**config.mk**
```make
export PLATFORM = sky130hd
export DESIGN_NAME = fos_output_stage
export DESIGN_NICKNAME = d
export VERILOG_FILES = /design/src/rtl/fos_pkg.sv /design/src/rtl/fos_sync.sv /design/src/rtl/fos_shift_reg.sv /design/src/rtl/fos_flag_gate.sv /design/src/rtl/fos_output_stage.sv
export SDC_FILE = /design/constraint.sdc
export NUM_CORES = 1
export LEC_CHECK = 0
export BUFFER_PORTS_ARGS = -buffer_cell sky130_fd_sc_hd__buf_2
export CAP_MARGIN = 20
export CORE_MARGIN = 3
export CORE_UTILIZATION = 48
export CTS_CLUSTER_SIZE = 16
export DETAILED_ROUTE_END_ITERATION = 12
export HOLD_SLACK_MARGIN = 0.15
export PLACE_DENSITY = 0.76
export SLEW_MARGIN = 20
export SYNTH_ARGS = -nofsm -noshare
export SYNTH_HDL_FRONTEND = slang
export SYNTH_SLANG_ARGS = --single-unit
```
**constraint.sdc**
```tcl
create_clock -name clk -period 1.8 [get_ports clk]
set_input_delay 0.09 -clock clk [delete_from_list [all_inputs] [get_ports clk]]
set_output_delay 0.09 -clock clk [all_outputs]
set_load 0.01 [all_outputs]
```
**src/rtl/fos_pkg.sv**
```systemverilog
// Package fos_pkg: shared constants for the FIFO exit stage.
// Assumes: the four asynchronous controls are carried as one vector.
package fos_pkg;
    // Bit positions of the asynchronous control vector.
    localparam int CTL_W    = 4;
    localparam int CTL_PULL = 0;
    localparam int CTL_SREQ = 1;
    localparam int CTL_SCLK = 2;
    localparam int CTL_PEER = 3;
endpackage

```
**src/rtl/fos_sync.sv**
```systemverilog
// fos_sync: per-bit flip-flop chain that brings asynchronous levels into
// the clk domain. Assumes STAGES >= 1; output is the last stage of each chain.
module fos_sync #(
    parameter int N      = 4,
    parameter int STAGES = 2
) (
    input  logic         clk,
    input  logic         rst_n,
    input  logic [N-1:0] d,
    output logic [N-1:0] q
);
    genvar i;
    generate
        for (i = 0; i < N; i++) begin : g_bit
            logic [STAGES-1:0] chain;
            if (STAGES == 1) begin : g_one
                // Single-stage capture of the input level.
                always_ff @(posedge clk) begin
                    if (!rst_n) chain <= '0;
                    else        chain <= d[i];
                end
            end else begin : g_many
                // Shift the input level through the chain.
                always_ff @(posedge clk) begin
                    if (!rst_n) chain <= '0;
                    else        chain <= {chain[STAGES-2:0], d[i]};
                end
            end
            assign q[i] = chain[STAGES-1];
        end
    endgenerate
endmodule

```
**src/rtl/fos_shift_reg.sv**
```systemverilog
// fos_shift_reg: holds one word for parallel reading, shifts a copy out
// LSB first, and tracks whether an unread word is present.
// Assumes load is only raised while empty; clr empties but keeps data.
module fos_shift_reg #(
    parameter int W = 4
) (
    input  logic         clk,
    input  logic         rst_n,
    input  logic         clr,
    input  logic         load,
    input  logic [W-1:0] word,
    input  logic         drop,
    input  logic         shift,
    output logic         full,
    output logic         full_nxt,
    output logic         ser_bit,
    output logic [W-1:0] hold
);
    localparam int CW = $clog2(W) + 1;
    localparam logic [CW-1:0] LAST = CW'(W - 1);

    logic [W-1:0]  sh;
    logic [CW-1:0] cnt;

    // Next occupancy: load fills, parallel drop or final shift empties.
    always_comb begin
        full_nxt = full;
        if (clr)                                   full_nxt = 1'b0;
        else if (load)                             full_nxt = 1'b1;
        else if (full && drop)                     full_nxt = 1'b0;
        else if (full && shift && (cnt == LAST))   full_nxt = 1'b0;
    end

    // Occupancy register.
    always_ff @(posedge clk) begin
        if (!rst_n) full <= 1'b0;
        else        full <= full_nxt;
    end

    // Data, shift contents and shift count.
    always_ff @(posedge clk) begin
        if (!rst_n) begin
            sh   <= '0;
            hold <= '0;
            cnt  <= '0;
        end else if (clr) begin
            cnt <= '0;
        end else if (load) begin
            sh   <= word;
            hold <= word;
            cnt  <= '0;
        end else if (full && !drop && shift) begin
            sh  <= {1'b0, sh[W-1:1]};
            cnt <= cnt + 1'b1;
        end
    end

    assign ser_bit = sh[0];
endmodule

```
**src/rtl/fos_flag_gate.sv**
```systemverilog
// fos_flag_gate: produces the ready flag. A leader raises it with the load;
// a follower waits for the peer permit. It falls when the register empties.
// Assumes full_nxt is already LOW during a master clear.
module fos_flag_gate (
    input  logic clk,
    input  logic rst_n,
    input  logic full_nxt,
    input  logic master,
    input  logic peer_ok,
    output logic ready
);
    // Hold the flag once raised; drop it with the occupancy.
    always_ff @(posedge clk) begin
        if (!rst_n) ready <= 1'b0;
        else        ready <= full_nxt & (master | peer_ok | ready);
    end
endmodule

```
**src/rtl/fos_output_stage.sv**
```systemverilog
// fos_output_stage: exit register of a fall-through FIFO with parallel and
// serial drain. Assumes the stack presents stk_word/stk_valid synchronous to
// clk and drops its bottom word on the edge where stk_take is HIGH.
module fos_output_stage #(
    parameter int WORD_W      = 4,
    parameter int SYNC_STAGES = 2
) (
    input  logic              clk,
    input  logic              rst_n,
    input  logic              mr_n,
    input  logic              master_sel,
    input  logic              pull_par,
    input  logic              ser_req_n,
    input  logic              shift_clk,
    input  logic              peer_ok,
    input  logic              par_oe,
    input  logic              stk_valid,
    input  logic [WORD_W-1:0] stk_word,
    output logic              stk_take,
    output logic [WORD_W-1:0] q,
    output logic              q_en,
    output logic              qs,
    output logic              qs_en,
    output logic              out_ready
);
    import fos_pkg::*;

    logic [CTL_W-1:0] ctl_raw, ctl_s;
    logic pull_d, sclk_d;
    logic full, full_nxt;
    logic pull_fall, sclk_fall, load;

    assign ctl_raw[CTL_PULL] = pull_par;
    assign ctl_raw[CTL_SREQ] = ser_req_n;
    assign ctl_raw[CTL_SCLK] = shift_clk;
    assign ctl_raw[CTL_PEER] = peer_ok;

    fos_sync #(.N(CTL_W), .STAGES(SYNC_STAGES)) u_sync (
        .clk   (clk),
        .rst_n (rst_n),
        .d     (ctl_raw),
        .q     (ctl_s)
    );

    // Previous synchronised levels for edge detection.
    always_ff @(posedge clk) begin
        if (!rst_n) begin
            pull_d <= 1'b0;
            sclk_d <= 1'b0;
        end else begin
            pull_d <= ctl_s[CTL_PULL];
            sclk_d <= ctl_s[CTL_SCLK];
        end
    end

    assign pull_fall = pull_d & ~ctl_s[CTL_PULL];
    assign sclk_fall = sclk_d & ~ctl_s[CTL_SCLK];
    assign load      = mr_n & ~full & stk_valid & ctl_s[CTL_PULL] & ~ctl_s[CTL_SREQ];

    fos_shift_reg #(.W(WORD_W)) u_reg (
        .clk      (clk),
        .rst_n    (rst_n),
        .clr      (~mr_n),
        .load     (load),
        .word     (stk_word),
        .drop     (pull_fall),
        .shift    (sclk_fall),
        .full     (full),
        .full_nxt (full_nxt),
        .ser_bit  (qs),
        .hold     (q)
    );

    fos_flag_gate u_flag (
        .clk      (clk),
        .rst_n    (rst_n),
        .full_nxt (full_nxt),
        .master   (master_sel),
        .peer_ok  (ctl_s[CTL_PEER]),
        .ready    (out_ready)
    );

    assign stk_take = load;
    assign qs_en    = full;
    assign q_en     = par_oe;
endmodule

```
Word level (Yosys, flattened, before mapping). Index checks and enable logic that the tools add are counted.

Memory bits (read-only): 0. Memories: 0. Bits in latches: 0. Bits of input ports: 14. Register bits after elaboration: 23. Output and inout port bits: 9. Memory bits (writable): 0.

Bitwise gates (word level): 15. Multiply operators: 0. Muxes and demuxes: 6. Divide/modulo/power cells: 0. $add $sub $neg: 1. Reductions and logical operators: 10. Magnitude comparators: 0. Equality and inequality tests: 1. Shift-type cells: 0.

Operators with widths (count): $mux 4 (2); $and 1x1->1 (7); $not 1->1 (6); $logic_and 1x1->1 (5); $mux 1 (4); $reduce_and 2->1 (2); $add 3x1->3 const B (1); $eq 3x2->1 const B (1); $reduce_or 3->1 (1); $or 1x1->1 (2); $reduce_bool 2->1 (1); $logic_not 1->1 (1).

Logic depth before layout (Yosys ltp).
Word-level depth: 9. Mapped depth: 4.

By module. Synthesis repeated with hierarchy kept, for this count alone.

Cells, all modules: 90. Area, all modules: 925.9 sq um.

By module, submodules not included: fos_shift_reg (times used 1, area an instance 564.3 sq um, cells an instance 58); fos_sync (times used 1, area an instance 240.2 sq um, cells an instance 20); fos_output_stage (times used 1, area an instance 91.3 sq um, cells an instance 10); fos_flag_gate (times used 1, area an instance 30.0 sq um, cells an instance 2).

Least setup slack after synthesis. Ideal clock, no wire load.

Path type: reg-to-reg. Start: register u_reg.full. End: register u_reg.hold[0]. Cell stages (with the launch flop): 5. Clock period less this slack: 1482 ps. Arrival: 1359 ps. Slack: 318 ps. Required time: 1677 ps. Setup time: 123 ps. Path through: dfxtp_1 -> or4bb_2 -> clkbuf_1 -> o21ai_0 -> a21oi_1.

Longest elaborated chain between the ends: 6.

Ends and longest elaborated chain: from (decl) (RTL line fos_shift_reg.sv:14) `output logic full,`; from (signal assigned) (RTL line fos_shift_reg.sv:37) `else full <= full_nxt;`; $not 1->1 (RTL line fos_output_stage.sv:58) `assign load = mr_n & ~full & stk_valid & ctl_s[CTL_PULL] & ~ctl_s[CTL_SREQ];`; $and 1x1->1 (4 in a row) (RTL line fos_output_stage.sv:58); $reduce_and 2->1 (no source line); to (signal assigned) (RTL line fos_shift_reg.sv:50) `hold <= word;`; to (decl) (RTL line fos_shift_reg.sv:17) `output logic [W-1:0] hold`.

Every way passes these cells. A chain may end at the register's enable or synchronous reset.

Worst setup path after layout.
Start: register u_reg.full. End: register u_reg.hold[3].

Same word-level chain as after synthesis.

==> flow_summary.ini <==
[clock_tree]
insertion_delay_ns = 0.32
clk_pin_slew_ns = 0.12
cts_buffers = 3
clock_path_buffers = 2
htree_levels = 1
post_cts_buffers = 0
cts_tree = yes
root_buffer = clkbuf_4
cts.sinks = 23

[synthesis]
yosys_register_bits = 23
synth_xor_area_share_pct = 0
syn_area_um2 = 936
synthArstFlopShare_pct = 0
synthSimpleGateAreaFrac_pct = 23.8
synth_fa_ha_area_share_pct = 2.67
syn_inst = 99
synth_compound_area_share_pct = 17.0
synth_cell_types = 27
synth_top_family_by_area = simple AND/OR/NAND/NOR gates
synth.net_count = 115
synth.yosys.seq_area_share_pct = 49.2
synth_edf_count = 0
synth_mux_area_share_pct = 0
synth_flop_cell = dfxtp_1
ys_warn_count = 0
syn_area_per_cell_um2 = 9.45

[layout]
area.growth.synth_to_final_pct = 33.4
drive_gt1_share_pct = 20.6
finish.instance_area_um2 = 1250
fin_cells = 161
regArea_um2 = 460
multi_input_area_um2 = 407
diodes = 0
layout_commonest_cell = dfxtp_1
fillers = 131
final_nets = 153
final_cell_mix = 23 x dfxtp_1, 20 x buf_2, 19 x dlygate4sd3_1, 10 x and2_1
finish.utilization_pct = 70.0

[power_and_ir_drop]
power.density_nw_per_um2 = 680
p_leak_nw = 0.486
power_uw = 849
ir_drop_mv = 0.614

[setup_path]
crit_chain = and4bb_2, nand3_1, dlygate4sd3_1, a21oi_1
cp-end-kind = flop
crit_required_ns = 2.06
critical_path_class = reg -> reg
arrival_ns = 1.88
path_max_fanout = 6
cp-start-kind = flop
cp_slowest_cell = dlygate4sd3_1
r2r_start = u_reg.full
slowest_delay_ns = 0.58
crit_start = u_reg.full

[flow_run]
maxCapViolations = 0

[grt]
antenna_found_initial = 0
grt-ovfl-total = 0
grtUsageTotal_pct = 16.7
grt_pass1_wl_mm = 3.24
grt_max_degree = 15
first_global_vias = 773

[hold_path]
worstHoldStart = par_oe
min_path_type = in -> out

[floorplan]
core_um2 = 1780
fp.dieH_um = 50.2
dieArea_um2 = 2520
die_w_um = 50.2
num_rows = 15
ios = 23
initial_core_util_pct = 52.5

[timing]
slew_viol_final = 0
hold_violations = 0
max_freq_mhz = 616
timing.setup.tns_ns = 0
rsz0062_at_grt = no
finalSetupViolations = 0
worst_hold_slack_ns = 0.180
worstMarginPinSlew_ns = 0.720
timing.final.ws_setup_ns = 0.178
finClkSkew_ns = 0.00176
final.period_utilization_pct = 90.1
slew_headroom_pct = 51.9
period_needed_ns = 1.62

[placed_design]
hpwl_mm = 1.25
dp.cells = 138
io_buffers = 20
preCtsSetupSlack_ns = 0.327
place.gp.congestion = 0.800
placed_cell_area_um2 = 1030

[detailed_routing]
wirelength_mm = 1.98
antenna_left = 0
drt-wirelength-per-cell_um = 12.3
vias_per_cell = 5.37
dr.pass1.iters = 4
drc = 0
vias = 865
drt_iter0_markers = 35

[run_status]
status = complete, no violations
-- report_power, final --
group,total (mW),switching (mW),internal (mW)
Clock,0.244,0.159,0.0850
Sequential,0.527,0.00516,0.521
Combinational,0.0789,0.0341,0.0448
-- routing by layer --
layer	global-route usage [%]	up-vias	share of wire, %
li1	-	428	-
met1	21.8	398	46
met4	5.53	0	3.0
met3	6.23	8	5.9
met2	25.2	31	45
met5	0	-	0
-- layout make-up --
class	instances	share of cell area, %
inverter	8	2.40
clock inverter	1	0.601
clock buffer	3	1.80
timing repair buffer	39	23.2
sequential	23	36.9
multi-input combinational	62	32.6
tap	25	2.51
-- synth_stat cells (all sizes together) (2+ instances only) --
cell | number | area (um^2)
clkbuf | 2 | 7.51
buf | 4 | 31.3
a211oi | 2 | 15.0
ha | 2 | 25.0
or4 | 4 | 30.0
o31ai | 5 | 37.5
a311oi | 3 | 26.3
a21oi | 7 | 35.0
and2 | 10 | 62.6
inv | 8 | 30.0
nor3 | 6 | 30.0
nand2b | 2 | 12.5
nand2 | 3 | 11.3
nor2b | 2 | 12.5
nand3 | 5 | 25.0
dfxtp | 23 | 460
o21ai | 4 | 20.0
-- sequential cells by signal (all words and copies together) (netlist names) --
| signal | cells |
|---|---|
| u_sync.g_bit.chain | 8 |
| u_reg.hold | 4 |
| u_reg.sh | 4 |
| u_reg.cnt | 3 |
| pull_d | 1 |
| sclk_d | 1 |
| u_flag.ready | 1 |
| u_reg.full | 1 |
-- critical path, delay by kind of cell (launching register included) --
kind                   cells  cell delay, ns
AND/OR/NAND/NOR            2            0.49
flip-flops                 1            0.38
buffers and inverters      1            0.58
AO/OA/AOI/OAI              1            0.11
-- cells by family after synthesis --
kind of cell	Yosys count
AO/OA/AOI/OAI	24
adder cells (fa/ha/maj)	2
buffers and inverters	14
AND/OR/NAND/NOR	36
flip-flops	23
-- repair_timing --
| item | in CTS | in global routing |
|---|---|---|
| hold buffers | 19 | 0 |
| endpoints found under the hold margin | 19 | 0 |
| resized for setup | 0 | 0 |
-- worst paths after layout --
| path | endpoint | slack [ns] | depth (start not counted) |
|---|---|---|---|
| hold reg to reg | u_sync.g_bit[0].chain[1] | 0.45 | 1 |
| hold / removal | q_en | 0.18 | 0 |
| setup reg to reg | u_reg.hold[3] | 0.18 | 4 |
| setup / recovery | u_reg.hold[3] | 0.18 | 4 |
Power figures use the tool's default switching activity.
